`config.mk`:
```
export PLATFORM = sky130hd
export DESIGN_NAME = can_err_flags
export DESIGN_NICKNAME = d
export VERILOG_FILES = /design/src/rtl/can_err_pkg.sv /design/src/rtl/can_err_gate.sv /design/src/rtl/can_err_cell.sv /design/src/rtl/can_err_lock.sv /design/src/rtl/can_err_flags.sv
export SDC_FILE = /design/constraint.sdc
export NUM_CORES = 1
export LEC_CHECK = 0
export ABC_AREA = 1
export BUFFER_PORTS_ARGS = -buffer_cell sky130_fd_sc_hd__clkbuf_2
export CORE_MARGIN = 8
export CORE_UTILIZATION = 56
export CTS_BUF_LIST = sky130_fd_sc_hd__clkbuf_8
export DETAILED_ROUTE_END_ITERATION = 8
export PLACE_DENSITY = 0.95
export SYNTH_ARGS = -nofsm -noshare
export SYNTH_HDL_FRONTEND = slang
export SYNTH_HIERARCHICAL = 1
export SYNTH_SLANG_ARGS = --single-unit
```
`constraint.sdc`:
```
create_clock -name clk -period 3.9 [get_ports clk]
set_clock_uncertainty 0.2 [all_clocks]
set_input_delay 0.39 -clock clk [delete_from_list [all_inputs] [get_ports clk]]
set_output_delay 0.39 -clock clk [all_outputs]
set_load 0.05 [all_outputs]
```
`src/rtl/can_err_pkg.sv`:
```
package can_err_pkg;
  localparam int FLAG_W    = 16;
  localparam int B_ADELIM  = 14;
  localparam int B_BIT0    = 13;
  localparam int B_BIT1    = 12;
  localparam int B_CRC     = 11;
  localparam int B_ACK     = 10;
  localparam int B_FORM    = 9;
  localparam int B_STUFF   = 8;
  localparam int B_ARB     = 2;
  localparam int B_LOCK    = 1;
  localparam int B_OVL     = 0;
  localparam int PROTO_HI  = 14;
  localparam int PROTO_LO  = 8;
  localparam logic [FLAG_W-1:0] IMPL_MASK = 16'h7F07;

  typedef struct packed {
    logic ack_delim;
    logic bit0;
    logic bit1;
    logic crc;
    logic ack;
    logic form;
    logic stuff;
    logic arb;
    logic ovl;
  } err_ev_t;
endpackage

```
`src/rtl/can_err_gate.sv`:
```
module can_err_gate
  import can_err_pkg::*;
(
  input  err_ev_t           ev,
  input  logic              lock_set,
  input  logic              all_err_en,
  input  logic              proto_busy,
  output logic [FLAG_W-1:0] set_vec
);
  logic proto_ok;
  logic [FLAG_W-1:0] raw;

  // protocol errors pass when every error is kept, or when none is held yet
  assign proto_ok = all_err_en | ~proto_busy;

  always_comb begin
    raw           = '0;
    raw[B_ADELIM] = ev.ack_delim & proto_ok;
    raw[B_BIT0]   = ev.bit0      & proto_ok;
    raw[B_BIT1]   = ev.bit1      & proto_ok;
    raw[B_CRC]    = ev.crc       & proto_ok;
    raw[B_ACK]    = ev.ack       & proto_ok;
    raw[B_FORM]   = ev.form      & proto_ok;
    raw[B_STUFF]  = ev.stuff     & proto_ok;
    raw[B_ARB]    = ev.arb;
    raw[B_LOCK]   = lock_set;
    raw[B_OVL]    = ev.ovl;
    set_vec       = raw & IMPL_MASK;
  end
endmodule

```
`src/rtl/can_err_cell.sv`:
```
module can_err_cell (
  input  logic clk,
  input  logic rst_n,
  input  logic comm,
  input  logic set,
  input  logic clr,
  output logic q
);
  always_ff @(posedge clk or negedge rst_n) begin
    if (!rst_n)     q <= 1'b0;
    else if (!comm) q <= 1'b0;
    else            q <= (q & ~clr) | set;  // set dominates clear
  end
endmodule

```
`src/rtl/can_err_lock.sv`:
```
module can_err_lock #(
  parameter int LOCK_BITS = 32
) (
  input  logic clk,
  input  logic rst_n,
  input  logic comm,
  input  logic strobe,
  input  logic level,
  input  logic flag_now,
  output logic lock_set
);
  localparam int CNT_W = $clog2(LOCK_BITS + 1);
  localparam logic [CNT_W-1:0] LAST = CNT_W'(LOCK_BITS - 1);
  localparam logic [CNT_W-1:0] TOP  = CNT_W'(LOCK_BITS);

  logic [CNT_W-1:0] run_q;
  logic             armed_q;
  logic             dom;

  assign dom      = comm & strobe & ~level;
  assign lock_set = dom & armed_q & (run_q == LAST);

  always_ff @(posedge clk or negedge rst_n) begin
    if (!rst_n) begin
      run_q   <= '0;
      armed_q <= 1'b1;
    end else if (!comm) begin
      run_q   <= '0;
      armed_q <= 1'b1;
    end else if (strobe) begin
      if (level) begin
        run_q <= '0;
        if (!armed_q && !flag_now) armed_q <= 1'b1;
      end else if (armed_q) begin
        if (lock_set) begin
          run_q   <= '0;
          armed_q <= 1'b0;
        end else if (run_q != TOP) begin
          run_q <= run_q + 1'b1;
        end
      end
    end
  end
endmodule

```
`src/rtl/can_err_flags.sv`:
```
module can_err_flags
  import can_err_pkg::*;
#(
  parameter int LOCK_BITS = 32
) (
  input  logic              clk,
  input  logic              rst_n,
  input  logic              chan_comm,
  input  logic              all_err_en,
  input  logic              ev_ack_delim,
  input  logic              ev_bit0,
  input  logic              ev_bit1,
  input  logic              ev_crc,
  input  logic              ev_ack,
  input  logic              ev_form,
  input  logic              ev_stuff,
  input  logic              ev_arb_lost,
  input  logic              ev_overload,
  input  logic              bit_strobe,
  input  logic              bus_bit,
  input  logic              reg_wr,
  input  logic [FLAG_W-1:0] reg_wdata,
  output logic [FLAG_W-1:0] reg_rdata,
  output logic              err_irq
);
  err_ev_t           ev;
  logic [FLAG_W-1:0] flags;
  logic [FLAG_W-1:0] set_vec;
  logic [FLAG_W-1:0] clr_vec;
  logic              lock_set;

  assign ev = '{ack_delim: ev_ack_delim, bit0: ev_bit0, bit1: ev_bit1,
                crc: ev_crc, ack: ev_ack, form: ev_form, stuff: ev_stuff,
                arb: ev_arb_lost, ovl: ev_overload};

  assign clr_vec = {FLAG_W{reg_wr}} & ~reg_wdata;

  can_err_lock #(.LOCK_BITS(LOCK_BITS)) u_lock (
    .clk      (clk),
    .rst_n    (rst_n),
    .comm     (chan_comm),
    .strobe   (bit_strobe),
    .level    (bus_bit),
    .flag_now (flags[B_LOCK]),
    .lock_set (lock_set)
  );

  can_err_gate u_gate (
    .ev         (ev),
    .lock_set   (lock_set),
    .all_err_en (all_err_en),
    .proto_busy (|flags[PROTO_HI:PROTO_LO]),
    .set_vec    (set_vec)
  );

  for (genvar i = 0; i < FLAG_W; i++) begin : g_cell
    can_err_cell u_cell (
      .clk   (clk),
      .rst_n (rst_n),
      .comm  (chan_comm),
      .set   (set_vec[i]),
      .clr   (clr_vec[i]),
      .q     (flags[i])
    );
  end

  assign reg_rdata = flags;
  assign err_irq   = |flags;
endmodule

```
Yosys cells after proc, flatten, opt, wreduce, memory -nomap -nowiden. Index checks and enable logic that the tools add are counted.

Eq/ne operators: 6. Mux-type cells: 28. $add $sub $neg: 1. Bitwise gates (word level): 58. Reductions and logical operators: 7.

Operators by type and width (number): 2-to-1 mux 6 bit (6); bitwise AND 1 bit (27); 2-to-1 mux 1 bit (22); NOT 1 bit (18); bitwise AND 16 bit (1); NOT 16 bit (1); OR reduction 16 bit (1); bitwise OR 1 bit (11); OR reduction 7 bit (1); adder 6 x 1 -> 6 bit, second input constant (1); equality test 6 x 5 -> 1 bit, second input constant (1); != test 6 bit, second input constant (1); != test 4 x 1 -> 1 bit, second input constant (1); != test 3 x 1 -> 1 bit, second input constant (1); != test 3 x 2 -> 1 bit, second input constant (1); AND reduction 3 bit (1); logical NOT 1 bit (2); != test 2 x 1 -> 1 bit, second input constant (1); AND reduction 2 bit (1); logical AND 1 bit (1).

Bits in registers: 23. Bits of input ports: 32. Output and inout port bits: 17. Logic and storage cells: 118.

Longest topological paths before layout.
Depth in word-level cells: 9. Depth in mapped cells: 8. Depth with buffers taken out: 8.

Modules after synthesis. Netlist, hierarchy kept.

Modules (own cells, without submodules): can_err_cell (cells an instance 6, times used 16, area an instance 48.8 um^2, sequential area each 25.0 um^2); can_err_lock (cells an instance 65, times used 1, area an instance 465.4 um^2, sequential area each 176.4 um^2); can_err_flags (cells an instance 35, times used 1, area an instance 146.4 um^2, sequential area each 0.0 um^2); can_err_gate (cells an instance 25, times used 1, area an instance 136.4 um^2, sequential area each 0.0 um^2).

Least setup slack after synthesis. OpenSTA, ideal clock, no wires.

Path type: reg2out. Start point: reg g_cell[11].u_cell.q. End point: out err_irq. Buffers on the path: 0. Cell stages (with the launch flop): 5. Required time: 3310 ps. Setup slack: 2126 ps. Arrival: 1184 ps. Cell sequence: dfrtp_1 -> nor2_2 -> nand2_1 -> nor2_1 -> nand2_1.

Word-level cells in the longest chain between the ends: 1.

Ends and longest elaborated chain: from (decl) (RTL line can_err_cell.sv:7) `output logic q`; from (signal assigned) (RTL line can_err_cell.sv:12) `else q <= (q & ~clr) | set;`; OR reduction 16 bit (RTL line can_err_flags.sv:68) `assign err_irq = |flags;`; to (decl) (RTL line can_err_flags.sv:24) `output logic err_irq`.

Every way passes these cells.

Worst setup path in the final report.
Start point: reg g_cell[9].u_cell.q. End point: out err_irq.

Word-level cells in the longest chain between the ends: 1.

Ends and longest elaborated chain (RTL line): from (decl) (can_err_cell.sv:7); from (signal assigned) (can_err_cell.sv:12); OR reduction 16 bit (can_err_flags.sv:68).

Every way passes these cells.

==> impl_metrics.ini <==
[global_routing]
grt_pass1_vias = 1325
antenna_found_initial = 0
grt_max_degree = 24
grt_pass1_wl_mm = 5.45
overflow = 0
grtUsageTotal_pct = 14.9

[flow_run]
maxCapViolCount = 0

[synthesis]
ys.flop_type = dfrtp_1
ys_ff_latch = 23
postSynthAreaPerCell_um2 = 6.92
yosysWarnings = 6
yosysUniqueCellTypes = 22
synth_area_leader_cell = dfrtp_1
syn_inst = 221
async_flop_share_pct = 100
netlist.area_leader.share_pct = 36.0
yosysMostFrequentCell = inv_1
synth_common_cells = inv_1 (61), nand2_1 (38), nor2_1 (30), dfrtp_1 (22), a21oi_2 (16)
synth_area_leaders = dfrtp_1 (36%), inv_1 (15%), nand2_1 (9.3%)
synth_enable_flop_cells = 0
seq_area_frac_synth_pct = 37.7
synth_area_mm2 = 0.00153

[die]
core_mm2 = 0.00266
die_w_um = 68.3
std_cell_rows = 19
pin_count = 49
dieArea_mm2 = 0.00466
start_util_pct = 57.4
die_height_um = 68.3

[cts]
cts_buffers = 3
root_buffer = clkbuf_8
cts.sinks = 23
htreeDepth = 1
clock_latency_ps = 270
path_clk_slew_ps = 90
cts_tree = yes
clockBufferDepth = 2
cts.repair.resized = 0

[timing]
rsz0062_at_grt = false
setup_tns_ps = 0
max_slew_margin_pct = 61.9
finalSetupViolCount = 0
hold_slack_ps = 133
drv_slew = 0
tightest_slew_ps = 571
period_share_pct = 49.0
max_freq_ghz = 0.523
period_needed_ps = 1910
hold_violations = 0

[cells_and_area]
drive_gt1_share_pct = 30.5
final-seq-area_um2 = 577
multiInputGateArea_um2 = 643
finalNetCount = 304
layoutNonFillerInstCount = 300
antenna_cells = 0
area_delta_synth_final_pct = 18.2
final_core_util_pct = 67.9
fillers = 231

[placed_design]
dp_cells = 295
hpwl_mm = 2.53
port_buffers = 48
gp_congestion = 0.880

[routing]
met1_length_mm = 1.43
viasPerCell = 4.57
drc = 0
wirelength_mm = 3.24
vias = 1370
wl_met3_um = 195
detail-route-antenna-nets = 0
avgRoutedWirePerCell_um = 10.8
drt_iter0_drc = 51
wl_met2_mm = 1.56
dr.max_layer_used = met4
drt_pass1_iterations = 4

[critical_path]
crit_required_ps = 3310
critical_path_class = register to output pin
critPathMaxFanout = 3
cpMaxStageDelayCell = dfrtp_1
crit_top_cell = nand2_1
crit_path_max_incr_delay_ps = 420
critPathLaunchType = register
path_cells = nor2_2 -> nand2_1 -> nor2_1 -> nand2_1 -> clkbuf_2
end_kind = output pin
cp_num_cells = 5
reg2reg_depth = 8
cp_num_buf_inv = 1
crit_family = flip-flops
worst_ep_arrival_time_ps = 1320

[hold_path]
min_path_cells = 3
hold_class = input port to register

[outcome]
outcome = finished clean

[power_and_ir_drop]
p_per_area_mw_per_mm2 = 313
leakage_nw = 1.01
vdd_drop_max_uv = 248
totalPowerFinal_w = 0.000565
-- stage by stage --
step / worst slack (ps) / instance area [um2]
5_1_grt: 1900 / 1810
3_3_place_gp: 2250 / 1750
2_1_floorplan: 2130 / 1550
3_5_place_dp: 2200 / 1750
6_report: 1990 / 1810
4_1_cts: 1980 / 1810
-- worst register-to-register path, stage by stage, from the launching register on --
cell      delay, ps
dfrtp_1         410
inv_1            80
ha_1            190
nand3_1         110
nor2_2           60
nor2_4          210
clkinv_2        100
nand2_1          70
nand2_1          50
-- cell families after synthesis --
| logic type | Yosys count | share of synthesized area (%) |
|---|---|---|
| AND/OR/NAND/NOR | 86 | 23.5 |
| buffers and inverters | 76 | 21.4 |
| AO/OA/AOI/OAI | 31 | 14.3 |
| flip-flops | 23 | 37.7 |
| XOR/XNOR | 2 | 1.15 |
| adder cells (fa/ha/maj) | 2 | 1.64 |
| other | 1 | 0.245 |
-- report_power, final --
| group | leakage [nW] | switching (W) | internal, W | total (W) |
|---|---|---|---|---|
| clock network | 0.0217 | 0.0000799 | 0.0000723 | 0.000152 |
| logic | 0.688 | 0.000104 | 0.0000455 | 0.000149 |
| registers | 0.300 | 0.0000121 | 0.000251 | 0.000264 |
| total | 1.01 | 0.000196 | 0.000369 | 0.000565 |
-- layer usage --
metal,vias up,GRT usage (%)
met4,0,5.88
met2,46,26.6
met1,593,17.3
met3,5,2.13
met5,-,0
li1,726,-
-- flip-flops by register name, summed over array words and instances, names as in the netlist --
| register | count |
|---|---|
| g_cell.u_cell/q | 16 |
| u_lock/armed_q | 1 |
| u_lock/run_q | 6 |
-- placed cells by master, fill, tap and decap left out, drive strengths merged --
cell type,synthesis,final
inv,65,65
clkbuf,0,51
nand2,39,39
nor2,36,36
a21oi,23,23
dfrtp,22,22
nand3,8,8
o21ai,8,8
conb,1,6
nor3,3,3
xnor2,2,2
ha,2,2
clkinvlp,0,1
dlygate4sd3,0,1
clkinv,1,1
dfstp,1,1
-- timing repair --
item / CTS / global route
hold buffers: 1 / 0
hold endpoints to repair: 22 / 0
setup buffers: 0 / 0
-- cell type report --
class / count / area share [%]
clock buffer: 3 / 2.29
clock inverter: 1 / 0.416
inverter: 66 / 13.8
multi-input combinational: 127 / 35.6
sequential: 23 / 31.9
tap: 31 / 2.15
timing repair buffer: 49 / 13.9
-- path summary, 6_finish.rpt --
| kind | slack (ps) | from | to |
|---|---|---|---|
| max | 1990 | g_cell[9].u_cell/q | err_irq |
| min | 130 | ev_arb_lost | g_cell[2].u_cell/q |
| max reg2reg | 2320 | u_lock/run_q[0] | u_lock/run_q[0] |
| min reg2reg | 360 | g_cell[4].u_cell/q | g_cell[4].u_cell/q |
| max in group asynchronous | 2680 | rst_n | u_lock/run_q[1] |
| min in group asynchronous | 440 | rst_n | g_cell[12].u_cell/q |
Note: power is estimated with default switching activity, not from simulation.
